## config.mk

```make
export PLATFORM = sky130hd
export DESIGN_NAME = dlycal_engine
export DESIGN_NICKNAME = d
export VERILOG_FILES = /design/src/rtl/dlycal_pkg.sv /design/src/rtl/dlycal_sweep.sv /design/src/rtl/dlycal_window.sv /design/src/rtl/dlycal_pick.sv /design/src/rtl/dlycal_engine.sv
export SDC_FILE = /design/constraint.sdc
export NUM_CORES = 1
export LEC_CHECK = 0
export ABC_AREA = 0
export BUFFER_PORTS_ARGS = -buffer_cell sky130_fd_sc_hd__clkbuf_2
export CAP_MARGIN = 15
export CORE_MARGIN = 10
export CORE_UTILIZATION = 59
export CTS_CLUSTER_DIAMETER = 30
export DETAILED_ROUTE_END_ITERATION = 8
export GPL_TIMING_DRIVEN = 0
export PLACE_DENSITY = 0.93
export SLEW_MARGIN = 20
export SYNTH_ARGS = -nofsm -noshare
export SYNTH_HDL_FRONTEND = slang
export SYNTH_SLANG_ARGS = --single-unit
```

## constraint.sdc

```tcl
create_clock -name clk -period 7.1 [get_ports clk]
set_input_delay 0.355 -clock clk [delete_from_list [all_inputs] [get_ports clk]]
set_output_delay 0.355 -clock clk [all_outputs]
set_load 0.05 [all_outputs]
```

## src/rtl/dlycal_pkg.sv

```systemverilog
`timescale 1ns/1ps
// Shared types and constants for the sampling delay calibration engine.
// Assumes a 16-bit delay control word with its enable bit at the top.
package dlycal_pkg;
    typedef enum logic [2:0] {
        ST_IDLE  = 3'd0,
        ST_REF   = 3'd1,
        ST_SET   = 3'd2,
        ST_PROBE = 3'd3,
        ST_EVAL  = 3'd4,
        ST_FIN   = 3'd5
    } cal_state_t;

    localparam int         DLY_W       = 16;
    localparam int         DLY_EN_BIT  = 15;
    localparam int         ID_W        = 24;
    localparam logic [7:0] READ_ID_CMD = 8'h9F;
endpackage

```

## src/rtl/dlycal_sweep.sv

```systemverilog
`timescale 1ns/1ps
// Tap stepper: holds the tap under test and advances it by STEP, clamping the
// final point to MAX_TAP. Assumes clear and advance never coincide.
module dlycal_sweep #(
    parameter int MAX_TAP = 511,
    parameter int STEP    = 10,
    parameter int TAP_W   = 9
) (
    input  logic             clk,
    input  logic             rst_n,
    input  logic             clear,
    input  logic             advance,
    output logic [TAP_W-1:0] tap,
    output logic             at_last
);
    localparam logic [TAP_W:0] MAX_EXT  = (TAP_W+1)'(MAX_TAP);
    localparam logic [TAP_W:0] STEP_EXT = (TAP_W+1)'(STEP);

    logic [TAP_W:0] stepped;

    assign stepped = {1'b0, tap} + STEP_EXT;
    assign at_last = ({1'b0, tap} == MAX_EXT);

    // Tap register: zero on clear, step or clamp on advance.
    always_ff @(posedge clk) begin
        if (!rst_n || clear) begin
            tap <= '0;
        end else if (advance && !at_last) begin
            tap <= (stepped > MAX_EXT) ? MAX_EXT[TAP_W-1:0] : stepped[TAP_W-1:0];
        end
    end

    // tap never leaves the legal range.
    a_r3_tap_in_range: assert property (@(posedge clk) disable iff (!rst_n)
        {1'b0, tap} <= MAX_EXT);

    // each advance lands one step further or on the clamped last tap.
    a_r3_step_rule: assert property (@(posedge clk) disable iff (!rst_n)
        (advance && !at_last && !clear) |=>
        (({1'b0, tap} == {1'b0, $past(tap)} + STEP_EXT) || at_last));
endmodule

```

## src/rtl/dlycal_window.sv

```systemverilog
`timescale 1ns/1ps
// Window edge tracker: records the first and the latest matching tap and flags
// a mismatch that follows a match. Assumes sample is high once per probe result.
module dlycal_window #(
    parameter int TAP_W = 9
) (
    input  logic             clk,
    input  logic             rst_n,
    input  logic             clear,
    input  logic             sample,
    input  logic             match,
    input  logic [TAP_W-1:0] tap,
    output logic [TAP_W-1:0] left,
    output logic [TAP_W-1:0] right,
    output logic             valid,
    output logic             miss_after_hit
);
    assign miss_after_hit = valid && !match;

    // Edge registers: left set once by the first match, right follows matches.
    always_ff @(posedge clk) begin
        if (!rst_n || clear) begin
            left  <= '0;
            right <= '0;
            valid <= 1'b0;
        end else if (sample && match) begin
            right <= tap;
            valid <= 1'b1;
            if (!valid) begin
                left <= tap;
            end
        end
    end

    // the window is never inverted.
    a_r4_edge_order: assert property (@(posedge clk) disable iff (!rst_n)
        valid |-> (right >= left));

    // once a match has been seen, the left edge is frozen until cleared.
    a_r4_left_frozen: assert property (@(posedge clk) disable iff (!rst_n)
        (valid && !clear) |=> $stable(left));
endmodule

```

## src/rtl/dlycal_pick.sv

```systemverilog
`timescale 1ns/1ps
// Placement logic: accepts or rejects a window by width and places the tap,
// using 2/5 for windows anchored at tap 0 that end early, midpoint otherwise.
// Purely combinational; assumes edges are already final when read.
module dlycal_pick #(
    parameter int MAX_TAP    = 511,
    parameter int TAP_W      = 9,
    parameter int MIN_WINDOW = 80
) (
    input  logic [TAP_W-1:0] left,
    input  logic [TAP_W-1:0] right,
    input  logic             valid,
    output logic             ok,
    output logic [TAP_W-1:0] chosen
);
    localparam int SW = TAP_W + 2;

    logic [SW-1:0] span;
    logic [SW-1:0] early_pos;
    logic [SW-1:0] mid_pos;
    logic          use_early;

    // Width test and both placement candidates.
    always_comb begin
        span      = SW'(right) - SW'(left);
        ok        = valid && (span >= SW'(MIN_WINDOW));
        early_pos = SW'(left) + ((span << 1) / SW'(5));
        mid_pos   = SW'(left) + (span >> 1);
        use_early = (left == '0) && (SW'(right) < SW'(MAX_TAP));
        chosen    = '0;
        if (ok) begin
            chosen = use_early ? early_pos[TAP_W-1:0] : mid_pos[TAP_W-1:0];
        end
    end

    // an accepted placement lies inside the window.
    always_comb begin
        if (ok) begin
            a_r7_inside_window: assert (chosen >= left && chosen <= right);
        end
    end
endmodule

```

## src/rtl/dlycal_engine.sv

```systemverilog
`timescale 1ns/1ps
// Sampling delay calibration engine top. Sequences a slow-rate reference ID
// read, a full-rate tap sweep through the transaction handshake, and the final
// delay write. Assumes the sequencer holds txn_id valid while txn_ack is high.
module dlycal_engine
    import dlycal_pkg::*;
#(
    parameter int MAX_TAP    = 511,
    parameter int TAP_STEP   = 10,
    parameter int MIN_WINDOW = 80,
    localparam int TAP_W     = $clog2(MAX_TAP + 1)
) (
    input  logic             clk,
    input  logic             rst_n,
    input  logic             start,
    input  logic             rate_high,
    output logic             txn_req,
    output logic [7:0]       txn_cmd,
    input  logic             txn_ack,
    input  logic [23:0]      txn_id,
    output logic             rate_fast,
    output logic [15:0]      dly_ctrl,
    output logic             busy,
    output logic             done,
    output logic             fallback,
    output logic             no_dev,
    output logic [TAP_W-1:0] chosen_tap
);
    cal_state_t       state;
    logic [ID_W-1:0]  ref_id;
    logic [TAP_W-1:0] tap;
    logic             at_last;
    logic [TAP_W-1:0] win_left;
    logic [TAP_W-1:0] win_right;
    logic             win_valid;
    logic             miss_after_hit;
    logic             pick_ok;
    logic [TAP_W-1:0] pick_tap;
    logic             take_start;
    logic             probe_done;
    logic             id_match;
    logic             id_absent;
    logic             sweep_stop;

    // Encodes a tap into the delay control word; zero tap disables the delay.
    function automatic logic [DLY_W-1:0] enc_tap(input logic [TAP_W-1:0] t);
        logic [DLY_W-1:0] w;
        w              = '0;
        w[TAP_W-1:0]   = t;
        w[DLY_EN_BIT]  = |t;
        return w;
    endfunction

    assign take_start = (state == ST_IDLE) && start;
    assign probe_done = (state == ST_PROBE) && txn_ack;
    assign id_match   = (txn_id == ref_id);
    assign id_absent  = (txn_id[23:16] == txn_id[15:8]) &&
                        ((txn_id[23:16] == 8'hFF) || (txn_id[23:16] == 8'h00));
    assign sweep_stop = miss_after_hit || at_last;

    assign txn_req = (state == ST_REF) || (state == ST_PROBE);
    assign txn_cmd = READ_ID_CMD;
    assign busy    = (state != ST_IDLE) && (state != ST_FIN);
    assign done    = (state == ST_FIN);

    dlycal_sweep #(
        .MAX_TAP (MAX_TAP),
        .STEP    (TAP_STEP),
        .TAP_W   (TAP_W)
    ) u_sweep (
        .clk     (clk),
        .rst_n   (rst_n),
        .clear   (take_start),
        .advance (probe_done && !sweep_stop),
        .tap     (tap),
        .at_last (at_last)
    );

    dlycal_window #(
        .TAP_W (TAP_W)
    ) u_window (
        .clk            (clk),
        .rst_n          (rst_n),
        .clear          (take_start),
        .sample         (probe_done),
        .match          (id_match),
        .tap            (tap),
        .left           (win_left),
        .right          (win_right),
        .valid          (win_valid),
        .miss_after_hit (miss_after_hit)
    );

    dlycal_pick #(
        .MAX_TAP    (MAX_TAP),
        .TAP_W      (TAP_W),
        .MIN_WINDOW (MIN_WINDOW)
    ) u_pick (
        .left   (win_left),
        .right  (win_right),
        .valid  (win_valid),
        .ok     (pick_ok),
        .chosen (pick_tap)
    );

    // Run sequencer and result registers.
    always_ff @(posedge clk) begin
        if (!rst_n) begin
            state      <= ST_IDLE;
            ref_id     <= '0;
            rate_fast  <= 1'b0;
            dly_ctrl   <= '0;
            fallback   <= 1'b0;
            no_dev     <= 1'b0;
            chosen_tap <= '0;
        end else begin
            unique case (state)
                ST_IDLE: begin
                    if (start) begin
                        fallback   <= 1'b0;
                        no_dev     <= 1'b0;
                        chosen_tap <= '0;
                        dly_ctrl   <= '0;
                        rate_fast  <= 1'b0;
                        state      <= rate_high ? ST_REF : ST_FIN;
                    end
                end
                ST_REF: begin
                    if (txn_ack) begin
                        ref_id    <= txn_id;
                        rate_fast <= 1'b1;
                        if (id_absent) begin
                            no_dev <= 1'b1;
                            state  <= ST_FIN;
                        end else begin
                            state  <= ST_SET;
                        end
                    end
                end
                ST_SET: begin
                    dly_ctrl <= enc_tap(tap);
                    state    <= ST_PROBE;
                end
                ST_PROBE: begin
                    if (txn_ack) begin
                        state <= sweep_stop ? ST_EVAL : ST_SET;
                    end
                end
                ST_EVAL: begin
                    if (pick_ok) begin
                        chosen_tap <= pick_tap;
                        dly_ctrl   <= enc_tap(pick_tap);
                        fallback   <= 1'b0;
                        rate_fast  <= 1'b1;
                    end else begin
                        chosen_tap <= '0;
                        dly_ctrl   <= '0;
                        fallback   <= 1'b1;
                        rate_fast  <= 1'b0;
                    end
                    state <= ST_FIN;
                end
                ST_FIN: begin
                    state <= ST_IDLE;
                end
                default: begin
                    state <= ST_IDLE;
                end
            endcase
        end
    end

    // a pending request is held until acknowledged.
    a_r11_req_hold: assert property (@(posedge clk) disable iff (!rst_n)
        (txn_req && !txn_ack) |=> txn_req);

    // delay word and rate select do not move under a pending request.
    a_r11_cfg_stable: assert property (@(posedge clk) disable iff (!rst_n)
        (txn_req && !txn_ack) |=> ($stable(dly_ctrl) && $stable(rate_fast)));

    // the reference read runs slow with the delay disabled.
    a_r1_ref_slow: assert property (@(posedge clk) disable iff (!rst_n)
        (txn_req && !win_valid && (tap == '0) && !rate_fast) |-> (dly_ctrl == '0));

    // done never lasts more than one cycle.
    a_r10_done_single: assert property (@(posedge clk) disable iff (!rst_n)
        done |=> !done);

    // a failed run leaves the delay disabled and the slow rate selected.
    a_r5_fail_zero: assert property (@(posedge clk) disable iff (!rst_n)
        (done && fallback) |-> ((dly_ctrl == '0) && !rate_fast && (chosen_tap == '0)));

    // a successful run ends with the enable bit carrying the chosen tap.
    a_r8_ok_encoded: assert property (@(posedge clk) disable iff (!rst_n)
        (done && !fallback && (chosen_tap != '0)) |->
        (dly_ctrl[DLY_EN_BIT] && (dly_ctrl[TAP_W-1:0] == chosen_tap)));
endmodule

```

==> Word level (Yosys, flattened, before mapping) <==
Index checks and enable logic that the tools add are counted.
{ "word_totals": {"ff_bits": 83, "word_cells": 94} }
{ "op_classes": {"eq_ne": 14, "addsub": 4, "n_bitwise": 1, "order_cmp": 3, "n_mux": 25, "reduce_logical": 35, "div": 1} }
{ "ops": {"columns": ["op", "count"], "rows": [
  ["16-bit case mux with 3 select lines", 1],
  ["9-bit 2-to-1 mux", 5],
  ["16-bit 2-to-1 mux", 2],
  ["24-bit == test", 1],
  ["9-bit adder", 2],
  ["3-bit 2-to-1 mux", 6],
  ["9-bit case mux with 2 select lines", 1],
  ["9-bit OR reduction", 2],
  ["3-bit case mux with 5 select lines", 1],
  ["11-bit by 3-bit divider with 11-bit output, second input constant", 1],
  ["11-bit by 7-bit >= comparator with 1-bit output, second input constant", 1],
  ["9-bit by 4-bit adder with 10-bit output, second input constant", 1],
  ["10-bit by 9-bit greater-than comparator with 1-bit output, second input constant", 1],
  ["1-bit logical AND", 10],
  ["9-bit by 9-bit subtractor with 10-bit output", 1],
  ["9-bit == test, second input constant", 1],
  ["9-bit zero test", 1],
  ["9-bit < comparator, second input constant", 1],
  ["3-bit nonzero test", 3],
  ["8-bit == test", 1],
  ["8-bit == test, second input constant", 1],
  ["8-bit zero test", 1],
  ["2-bit != test, second input constant", 4],
  ["2-bit AND reduction", 4],
  ["other kinds (14)", 30]
]} }

==> Longest topological paths before layout <==
Gate-level depths: netlist (run 1).
{ "depth": {"ltp_word": 8, "ltp_mapped": 33, "ltp_nobuf": 31} }

==> By module <==
Synthesis (run 1) repeated with hierarchy kept, for this count alone.
{ "unflattened": {"hier_cells": 738, "hier_area_um2": 6087.1} }
{ "modules_own_cells": {"columns": ["module", "cells_each", "area_each_um2", "n_inst", "seq_area_each_um2"], "rows": [
  ["dlycal_engine", 294, 2544.9, 1, 980.9],
  ["dlycal_pick", 304, 2120.8, 1, 0.0],
  ["dlycal_window", 87, 887.1, 1, 380.4],
  ["dlycal_sweep", 53, 534.3, 1, 180.2]
]} }

==> Least setup slack after synthesis (run 1) <==
OpenSTA, ideal clock, no wires.
{ "synth_timing": {"path_kind": "register to register", "start": "reg u_window.left[2]", "end": "reg dly_ctrl[15]", "n_path_buf": 1, "setup_ns": 0.125, "stages_incl_launch_ff": 29, "t_arrival_ns": 6.000, "required_ns": 6.975, "setup_slack_ns": 0.974, "path_cell_list": "dfxtp_1 > inv_1 > ha_1 > nor2b_4 > o31a_4 > or3b_4 > a221o_4 > mux2_4 > o32a_1 > and3_1 > buf_6 > a31oi_1 > or2_1 > o311a_1 > o211ai_4 > o32a_1 > nand4_1 > ha_1 > inv_1 > fa_1 > inv_1 > a21oi_1 > o21bai_1 > xor2_1 > or4b_2 > nor4_1 > nand3b_1 > a222oi_1 > nor2b_1"} }
{ "synth_via": {"elab_chain_cells": 8, "word_cells_on_any_way": 13} }
{ "synth_rtl": {"columns": ["element", "line_no", "text"], "rows": [
  ["start, declared", "dlycal_window.sv:13", "output logic [TAP_W-1:0] left,"],
  ["start signal, assigned", "dlycal_window.sv:30", "left <= tap;"],
  ["9-bit by 9-bit subtractor with 10-bit output", "dlycal_pick.sv:25", "span = SW'(right) - SW'(left);"],
  ["11-bit by 3-bit divider with 11-bit output", "dlycal_pick.sv:27", "early_pos = SW'(left) + ((span << 1) / SW'(5));"],
  ["9-bit adder", "dlycal_pick.sv:27", null],
  ["9-bit 2-to-1 mux", "dlycal_pick.sv:32", "chosen = use_early ? early_pos[TAP_W-1:0] : mid_pos[TAP_W-1:0];"],
  ["9-bit 2-to-1 mux", "dlycal_pick.sv:31", "if (ok) begin"],
  ["9-bit OR reduction", "dlycal_engine.sv:50", "w[DLY_EN_BIT] = |t;"],
  ["16-bit 2-to-1 mux (*)", "dlycal_engine.sv:150", "if (pick_ok) begin"],
  ["16-bit case mux with 3 select lines (*)", "dlycal_engine.sv:117", "unique case (state)"],
  ["end signal, assigned", "dlycal_engine.sv:141", "dly_ctrl <= enc_tap(tap);"],
  ["end signal, assigned", "dlycal_engine.sv:152", "dly_ctrl <= enc_tap(pick_tap);"],
  ["end, declared", "dlycal_engine.sv:22", "output logic [15:0] dly_ctrl,"]
]} }
Mark *: on every way between the ends. The rest lies on a longest branch, timed or not.
A chain may end at the register's enable or synchronous reset.

==> Worst setup path after layout (run 1) <==
{ "layout_timing": {"start": "reg u_window.left[0]", "end": "reg dly_ctrl[15]"} }
Same word-level chain as after synthesis.

==> results of run 1 <==
## power by group
group / internal, mW / switching, mW
sequential: 0.444 / 0.00941
combinational: 0.0475 / 0.106
clock: 0.174 / 0.171
## what timing repair did
item,in CTS,in global routing
hold endpoints to repair,0,0
setup buffers,0,5
endpoints found under the setup margin,0,3
gates resized for setup,0,11
## per-layer routing
layer,track usage [%],share of wire (%)
met4,11.7,3.5
met3,3.65,8.4
met2,37.6,49
met5,0,0
met1,25.1,39
## how the worst max path moves through the flow
stage	from	end	slack (ns)	cells after the start
floorplan	u_window.left[2]	dly_ctrl[15]	0.97	28
global placement	u_window.left[0]	dly_ctrl[15]	0.33	27
detailed placement	u_window.left[0]	dly_ctrl[15]	0.14	27
CTS	u_window.left[0]	dly_ctrl[15]	0.11	27
global route	u_window.left[1]	dly_ctrl[15]	-0.05	29
finish	u_window.left[0]	dly_ctrl[15]	0.29	28
## placed cells by master, fill, tap and decap left out, types with 5 or more instances in the layout
cell       n
xor2_1    18
and3_1     6
inv_1     17
clkbuf_1  32
a22oi_1    9
nor3_1    18
nand3_1   15
ha_1      17
nand2_1   91
xnor2_1   29
nor2b_1    9
nor4_1    16
a21boi_0  38
mux2i_1   24
buf_4     19
nand4_1   13
o21bai_1   6
or3_1      5
dfxtp_1   77
a211oi_1   6
clkbuf_8  10
o21ai_0   23
clkbuf_2  53
nor2_1    59
a21oi_1   36
or2_2      6
conb_1    14
## worst max-delay path: cells and delay by family, from the launching register on
family                   cells  cell delay, ns
AND/OR/NAND/NOR              9            1.94
multiplexers                 1            0.32
adder cells (fa/ha/maj)      4            1.10
AO/OA/AOI/OAI               10            2.46
buffers and inverters        3            0.27
flip-flops                   1            0.46
XOR/XNOR                     1            0.14
## area by class of cell
cell class | instances | share of cell area (%)
Buffer | 53 | 4.43
Sequential cell | 77 | 25.2
Timing Repair Buffer | 58 | 5.15
Clock inverter | 6 | 1.14
Tap cell | 108 | 2.21
Inverter | 17 | 1.04
Multi-Input combinational cell | 545 | 58.6
Clock buffer | 10 | 2.25
## through the flow
step                      cell area [um2]  utilization (%)
after floorplan                      5400                -
after global placement               5800             66.2
after detailed placement             5800             66.2
after CTS                            6010             68.6
after global routing                 6120             69.9
final                                6120             69.9
## flip-flops by register name, indices dropped and copies added, names as in the netlist
signal and cells:
state 3, u_window.left 9, no_dev 1, rate_fast 1, u_sweep.tap 9, ref_id 24, chosen_tap 9, dly_ctrl 10
u_window.valid 1, u_window.right 9, fallback 1
## cell families (layout without fill, tap and decap cells)
kind of cell,count (synthesis),after routing,share of synthesized area (%)
and+or+nand+nor,264,264,23.8
buffers and inverters,71,144,6.28
xor gates and xnor gates,47,47,7.69
other,2,14,0.140
muxes,25,25,4.77
DFF,77,77,28.8
adders and majority gates,20,20,4.95
AOI/OAI and AO/OA,175,175,23.6
==> out/results.ini, run 1 <==
[sta]
skew_ns = 0.0118
period_share_pct = 95.9
layout_setup_ws_ns = 0.293
hold-worst-slack_ns = 0.249
setup_tns_ns = 0
slew_violations = 0
relSlewSlack_pct = 36.4
worst_pin_slew_ns = 0.950
hold_viol = 0
period_needed_ns = 6.81
setup_viol = 0
max_freq_ghz = 0.147

[drt]
wirelength_mm = 14.9
detail_route.iter0.violations = 488
drtAntennaViolNets = 0
vias = 5433
wl_per_cell_um = 17.0
drc = 0
first_pass_iters = 7
via_per_inst = 6.22

[yosys]
synth-seq-cells = 77
synth_ff_type = dfxtp_1
synth_top_area_cell = dfxtp_1
synth_area_leaders = dfxtp_1 (29%), nand2_1 (6.4%), a21boi_0 (5.3%), xnor2_1 (4.7%), mux2i_1 (4.5%)
yosys_warnings = 0
syn_inst = 681
synth_async_sr_flop_share_pct = 0
synth.most_common_cell = nand2_1
synthTopCellsByCount = nand2_1 (91), dfxtp_1 (77), nor2_1 (60)
ys_seq_area_share_pct = 28.8
netlist_area_mm2 = 0.00536
yosysTopAreaCellShare_pct = 28.8
synth_edf_count = 0
avgSynthCellArea_um2 = 7.87
ys_types = 73

[global_route]
grt_overflow_total = 0
grt_antenna_before_repair = 0
grt.total_usage_pct = 21.8
grt_max_degree = 15
grt_pass1_vias = 5276
grt_pass1_wl_mm = 24.4

[floorplanning]
die_y_um = 115
die_w_um = 115
core_mm2 = 0.00876
die-area_mm2 = 0.0133
rows = 34
initial_core_util_pct = 61.1
ioPinCount = 68

[clock_tree]
cts_sinks = 77
cts_max_level = 3
cts_tree = done
cts_buffers = 9
clkTransAtPathRegs_ns = 0.09
clkLatencyLatePin_ns = 0.36
hold_buffers = 0
clockBufferDepth = 2
root_buffer = clkbuf_8

[final_layout]
nFillCells = 645
seq_area_mm2 = 0.00154
syn_to_final_growth_pct = 14.3
drive_gt1_share_pct = 16.4
nets = 810
multiInputGateArea_mm2 = 0.00359
fin_cells = 874
num_antenna_cells = 0

[min_path]
hold_start = txn_id[5]
holdPathEnd = ref_id[5]
hold_depth = 3
hp-class = input port to flop

[worst_setup_path]
start_kind = flop
cp.required_ns = 7.35
r2r-start = u_window.left[0]
cp-end-kind = flop
cpMaxStageDelayCell = or4b_2
timing.reg2reg.setup_slack_ns = 0.29
crit_arrival_ns = 7.06
reg2reg_to = dly_ctrl[15]
cp_max_fo = 9
crit_type = flop to flop
reg2reg_depth = 28
slowest_delay_ns = 0.64

[place]
dp_hpwl_mm = 11.2
placed_cells_incl_taps = 854
io_buffers = 53
gp_congestion = 0.915
post-place-ws_ns = 0.143

[outcome]
status = completed

[power_and_ir_drop]
power_uw = 953
power_density_mw_per_mm2 = 156
p_leak_nw = 2.28
irDropWorstVdd_mv = 0.0953

[job]
maxCapViolations = 0

No activity file was read; power rests on OpenSTA's default activity.
==> run 2: changes to the inputs <==
Settings changed: CORE_UTILIZATION 59 to 55, CTS_BUF_LIST set to sky130_fd_sc_hd__clkbuf_4, PLACE_DENSITY 0.93 to 0.91.
Clock period 7.1 ns to 6.15 ns, I/O delays scaled along.
==> out/results.ini, run 2 (synthesis results as in run 1) <==
[outcome]
status = finished, violations left
violations = setup timing

[clock_tree]
cts_tree = done
cts_buffers = 9  ; unchanged
hold_buffers = 0  ; unchanged
cts_sinks = 77  ; unchanged
root_buffer = clkbuf_4
clkTransAtPathRegs_ns = 0.14  ; +0.05 ns
cts_max_level = 3  ; unchanged
clockBufferDepth = 2  ; unchanged
clkLatencyLatePin_ns = 0.44  ; +0.08 ns

[final_layout]
final_common_cell = nand2_1
syn_to_final_growth_pct = 20.1
mostFrequentLayoutCells = nand2_1 (91), dfxtp_1 (66), nor2_1 (57)
multiInputGateArea_mm2 = 0.00381  ; +6.2%
drive_gt1_share_pct = 24.3  ; +7.8 points
nFillCells = 727  ; +13%
nets = 823  ; +1.6%
seq_area_mm2 = 0.00156  ; +1.4%
largest_reg_flops = 24  ; unchanged
top_register = ref_id
final_cell_area_mm2 = 0.00643  ; +5.1%
top_regs = ref_id (24), dly_ctrl (10)

[sta]
setup_tns_ns = -0.794  ; -0.794 ns
layout_setup_ws_ns = -0.341  ; -0.635 ns
slew_violations = 0  ; unchanged
relSlewSlack_pct = 33.1  ; -3.4 points
period_needed_ns = 6.49  ; -0.315 ns
period_share_pct = 106  ; +9.7 points
hold_viol = 0  ; unchanged
skew_ns = 0.0227  ; +0.0109 ns
rsz0062_at_grt = true
max_freq_ghz = 0.154  ; +4.9%
worst_pin_slew_ns = 1.00  ; +0.0502 ns
setup_viol = 3  ; +3

[worst_setup_path]
reg2reg_to = dly_ctrl[15]
cp-end-kind = flop
r2r-start = u_window.right[0]
crit_type = flop to flop
reg2reg_depth = 32  ; +14%
start_kind = flop
slowest_delay_ns = 0.39  ; -0.25 ns
crit_arrival_ns = 6.82  ; -0.24 ns
cp_max_fo = 5  ; -4
cp.required_ns = 6.48  ; -0.87 ns
crit_buf_inv = 4  ; +1
cpMaxStageDelayCell = or3b_4
timing.reg2reg.setup_slack_ns = -0.34  ; -0.63 ns
path_delay_family = compound AO/OA/AOI/OAI gates

[place]
gp_congestion = 0.887  ; -3.2%
placedInstanceArea_mm2 = 0.00583  ; +0.45%
dp_hpwl_mm = 11.3  ; +0.85%
io_buffers = 53  ; unchanged

[drt]
drc = 0  ; unchanged
vias = 5548  ; +2.1%
drtAntennaViolNets = 0  ; unchanged
wirelength_mm = 16.4  ; +10%
via_per_inst = 6.11  ; -1.7%
wl_per_cell_um = 18.0  ; +6.1%
detail_route.iter0.violations = 475  ; -2.7%
first_pass_iters = 6  ; -1

[global_route]
grt_max_degree = 14  ; -1
grt_overflow_total = 0  ; unchanged
grt_pass1_vias = 5368  ; +1.7%
use_met2_pct = 37.8  ; +0.18 points
grt_pass1_wl_mm = 25.7  ; +5.6%
grt_antenna_before_repair = 0  ; unchanged
grt.total_usage_pct = 21.3  ; -0.45 points
use_met1_pct = 23.1  ; -2.0 points
gr-max-usage-layer = met2
use_met3_pct = 4.66  ; +1.0 points

[power_and_ir_drop]
p_leak_nw = 2.40  ; +5.2%
power_frac_seq_pct = 54.3  ; +6.7 points
intPower_uw = 648  ; -2.7%
p_comb_share_pct = 18.5  ; +2.4 points
power_density_mw_per_mm2 = 150  ; -3.8%
switchingPower_uw = 315  ; +10%
irDropWorstVdd_mv = 0.0999  ; +4.9%
sw_frac_of_total_pct = 32.7  ; +2.6 points
clkPwrFrac_pct = 27.2  ; -9.1 points
power_uw = 963  ; +1.1%

[floorplanning]
core_mm2 = 0.00937  ; +6.9%
die-area_mm2 = 0.0141  ; +6.0%
die_w_um = 119  ; +3.0%
initial_core_util_pct = 57.2  ; -4.0 points
die_y_um = 119  ; +3.0%
rows = 35  ; +2.9%
ioPinCount = 68  ; unchanged

[min_path]
hold_start = txn_id[5]
holdPathEnd = ref_id[5]
hp-class = input port to flop
hold_depth = 3  ; unchanged

[job]
maxCapViolations = 0  ; unchanged

## run 2: changes by cell type in the layout (fill, tap and decap cells not counted), moves of 4 or more
cell	change
a21oi_1	-7
a21oi_2	+7
buf_4	+17
clkbuf_1	-4
clkbuf_4	+8
clkbuf_8	-10
dfxtp_1	-11
dfxtp_2	+8
ha_1	-6
ha_4	+5
## run 2: layout make-up
class,instances,share of cell area [%]
clock buffers,9,1.05
diodes,1,0.0389
multi-input cells,545,59.2
plain buffers,48,4.03
inverters,17,0.992
flip-flops and latches,77,24.3
well taps,129,2.51
clock inverters,6,0.622
repair buffers,76,7.25
## run 2: power by group through the flow
stage	clock, mW	sequential [mW]	combinational [mW]
final	0.262	0.523	0.178
after global routing	0.284	0.524	0.193
after CTS	0.261	0.523	0.173
after detailed placement	0	0.535	0.171
after floorplan	0	0.538	0.121
after global placement	0	0.534	0.165
## run 2: per-layer routing
| layer | part of all wire, % | wire, um | up-vias |
|---|---|---|---|
| li1 | - | - | 2598 |
| met1 | 39 | 6390 | 2617 |
| met2 | 50 | 8170 | 257 |
| met3 | 6.2 | 1020 | 76 |
| met4 | 4.8 | 793 | 0 |
| met5 | 0 | 0 | - |
## run 2: worst max path at each step
stage | from | end | slack (ns) | cells after the start
after global placement | u_window.left[0] | dly_ctrl[15] | -0.59 | 27
after detailed placement | u_window.left[2] | dly_ctrl[15] | -0.83 | 28
after global routing | u_window.left[2] | dly_ctrl[15] | -0.53 | 32
after floorplan | u_window.left[2] | dly_ctrl[15] | 0.02 | 28
final | u_window.right[0] | dly_ctrl[15] | -0.34 | 32
after CTS | u_window.right[0] | dly_ctrl[15] | -0.35 | 29
## run 2: stage by stage
stage               hold slack (ns)  util [%]  setup slack [ns]  instances
floorplan                     0.448         -            0.0244        693
global placement              0.456      62.2            -0.585        875
detailed placement            0.465      62.2            -0.831        875
CTS                          0.0942      66.3            -0.346        904
global route                  0.107      68.6            -0.526        907
finish                        0.109      68.7            -0.341        908
## run 2: worst min-delay path, cell delays in order
cell and delay (ns):
clkbuf_2 0.10, nand2_1 0.05, a21boi_0 0.06
## run 2: timing repair
item / in CTS / in global routing
gates resized for setup: 38 / 40
buffers inserted: 18 / 6
pin swaps: 23 / 26
endpoints found under the setup margin: 7 / 9
==> run 3: changes to the inputs <==
Settings changed: CORE_UTILIZATION 55 to 60, PLACE_DENSITY 0.91 to 0.94.
Clock period 6.15 ns to 7.6 ns, I/O delays scaled along.
==> out/results.ini, run 3 (synthesis results as in run 1) <==
[floorplanning]
core_mm2 = 0.00872  ; -6.9%
initial_core_util_pct = 61.4  ; +4.3 points
rows = 34  ; -2.9%
die_w_um = 114  ; -3.5%
die_y_um = 114  ; -3.5%
die-area_mm2 = 0.0131  ; -7.0%
ioPinCount = 68  ; unchanged

[place]
dp_hpwl_mm = 11.1  ; -2.4%
gp_congestion = 0.905  ; +2.1%
placedInstanceArea_mm2 = 0.00580  ; -0.45%
post-place-ws_ns = 0.592  ; +1.42 ns
io_buffers = 53  ; unchanged

[worst_setup_path]
timing.reg2reg.setup_slack_ns = 0.39  ; +0.73 ns
reg2reg_depth = 27  ; -16%
start_kind = flop
cp.required_ns = 7.93  ; +1.45 ns
cp-end-kind = flop
setup.worst_path.end = dly_ctrl[15]
cp_max_fo = 10  ; +5
reg2reg_to = dly_ctrl[15]
critPathLaunch = u_window.left[0]
crit_arrival_ns = 7.54  ; +0.72 ns
crit_type = flop to flop
r2r-start = u_window.left[0]

[clock_tree]
cts_tree = done
cts_max_level = 3  ; unchanged
post-cts-setup-buffer-count = 0  ; -18
clkLatencyLatePin_ns = 0.45  ; about the same
clockBufferDepth = 2  ; unchanged
clkTransAtPathRegs_ns = 0.14  ; about the same
hold_buffers = 0  ; unchanged
cts_sinks = 77  ; unchanged
root_buffer = clkbuf_4
cts_buffers = 9  ; unchanged
post_cts_resize_count = 0  ; -100%

[final_layout]
seq_area_mm2 = 0.00154  ; -1.4%
mostFrequentLayoutCells = nand2_1 (91), dfxtp_1 (77), nor2_1 (60)
nFillCells = 676  ; -7.0%
nets = 806  ; -2.1%
largest_reg_flops = 24  ; unchanged
top_regs = ref_id (24), dly_ctrl (10)
multiInputGateArea_mm2 = 0.00353  ; -7.3%
final_common_cell = nand2_1
final_cell_area_mm2 = 0.00597  ; -7.3%
syn_to_final_growth_pct = 11.4
top_register = ref_id
drive_gt1_share_pct = 15.0  ; -9.3 points

[sta]
rsz0062_at_grt = false
setup_tns_ns = 0  ; +0.794 ns
layout_setup_ws_ns = 0.390  ; +0.731 ns
hold_viol = 0  ; unchanged
period_share_pct = 94.9  ; -11 points
relSlewSlack_pct = 31.9  ; -1.2 points
skew_ns = 0.0206  ; -0.00210 ns
max_freq_ghz = 0.139  ; -10%
period_needed_ns = 7.21  ; +0.719 ns
worst_pin_slew_ns = 1.02  ; +0.0173 ns
slew_violations = 0  ; unchanged
setup_viol = 0  ; -3

[drt]
drc = 0  ; unchanged
wirelength_mm = 14.7  ; -10%
detail_route.iter0.violations = 414  ; -13%
drtAntennaViolNets = 0  ; unchanged
vias = 5364  ; -3.3%
first_pass_iters = 7  ; +1
wl_per_cell_um = 16.9  ; -6.2%
via_per_inst = 6.16  ; +0.79%

[global_route]
grt_antenna_before_repair = 0  ; unchanged
grt.total_usage_pct = 21.6  ; +0.25 points
grt_pass1_wl_mm = 24.0  ; -6.7%
grt_overflow_total = 0  ; unchanged
grt_pass1_vias = 5181  ; -3.5%
grt_max_degree = 16  ; +2

[outcome]
status = completed

[power_and_ir_drop]
irDropWorstVdd_mv = 0.0785  ; -21%
p_leak_nw = 2.23  ; -6.9%
power_density_mw_per_mm2 = 140  ; -6.6%

[min_path]
hp-class = input port to flop

[job]
maxCapViolations = 0  ; unchanged

## run 3: cell types whose count changed in the layout (fill, tap and decap cells not counted), moves of 7 or more
cell / before / now
a21oi_1: 29 / 36
a21oi_2: 7 / 0
buf_4: 36 / 15
dfxtp_1: 66 / 77
dfxtp_2: 8 / 0
ha_1: 11 / 18
## run 3: worst min-delay path by stage
stage	from	to	slack, ns	depth (start not counted)
final	txn_id[6]	ref_id[6]	0.17	3
after global routing	txn_id[0]	ref_id[0]	0.18	3
after CTS	txn_id[5]	ref_id[5]	0.15	3
after detailed placement	no_dev	no_dev	0.46	2
after global placement	chosen_tap[6]	chosen_tap[6]	0.46	2
after floorplan	ref_id[10]	ref_id[10]	0.46	2
## run 3: worst max-delay path, stage by stage, from the launching register on
cell	delay [ns]
dfxtp_1	0.45
ha_1	0.22
fa_1	0.30
nor2b_4	0.07
o31a_4	0.31
or3b_4	0.41
a221oi_2	0.77
nor3_1	0.16
o31ai_2	0.39
nand3_1	0.25
a31oi_1	0.22
or2_1	0.14
o311a_1	0.21
o211ai_4	0.12
o32a_1	0.34
nand4_1	0.11
ha_1	0.19
inv_1	0.06
fa_1	0.42
inv_1	0.09
a21oi_1	0.07
o21bai_1	0.24
xor2_1	0.17
or4b_2	0.65
nor4_1	0.23
nand3b_1	0.14
a222oi_1	0.30
nor2b_1	0.08
## run 3: cell type report
| class | instances | share of cell area (%) |
|---|---|---|
| Clock buffer | 9 | 1.13 |
| Sequential cell | 77 | 25.8 |
| Antenna cell | 1 | 0.0419 |
| Buffer | 54 | 4.57 |
| Timing Repair Buffer | 53 | 4.45 |
| Inverter | 17 | 1.07 |
| Multi-Input combinational cell | 545 | 59.2 |
| Tap cell | 108 | 2.27 |
| Clock inverter | 7 | 1.41 |
## run 3: metrics by stage
| stage | hold slack [ns] | instances | power (mW) | util, % |
|---|---|---|---|---|
| CTS | 0.153 | 870 | 0.828 | 68.3 |
| detailed placement | 0.463 | 854 | 0.570 | 66.5 |
| global route | 0.180 | 870 | 0.863 | 68.4 |
| finish | 0.166 | 871 | 0.834 | 68.4 |
| global placement | 0.458 | 854 | 0.565 | 66.5 |
| floorplan | 0.455 | 693 | 0.533 | - |
## run 3: where the power goes
part	total (mW)	switching, mW	internal, mW
registers	0.424	0.00859	0.416
logic	0.144	0.0993	0.0444
clock network	0.266	0.161	0.105
## run 3: layer usage
layer  vias to the layer above  wire (um)  part of all wire (%)  GRT usage, %
li1                       2568          -                     -             -
met1                      2511       5870                    40          24.0
met2                       232       7400                    50          37.8
met3                        53        942                   6.4          4.77
met4                         0        522                   3.5          10.4
met5                         -          0                     0             0
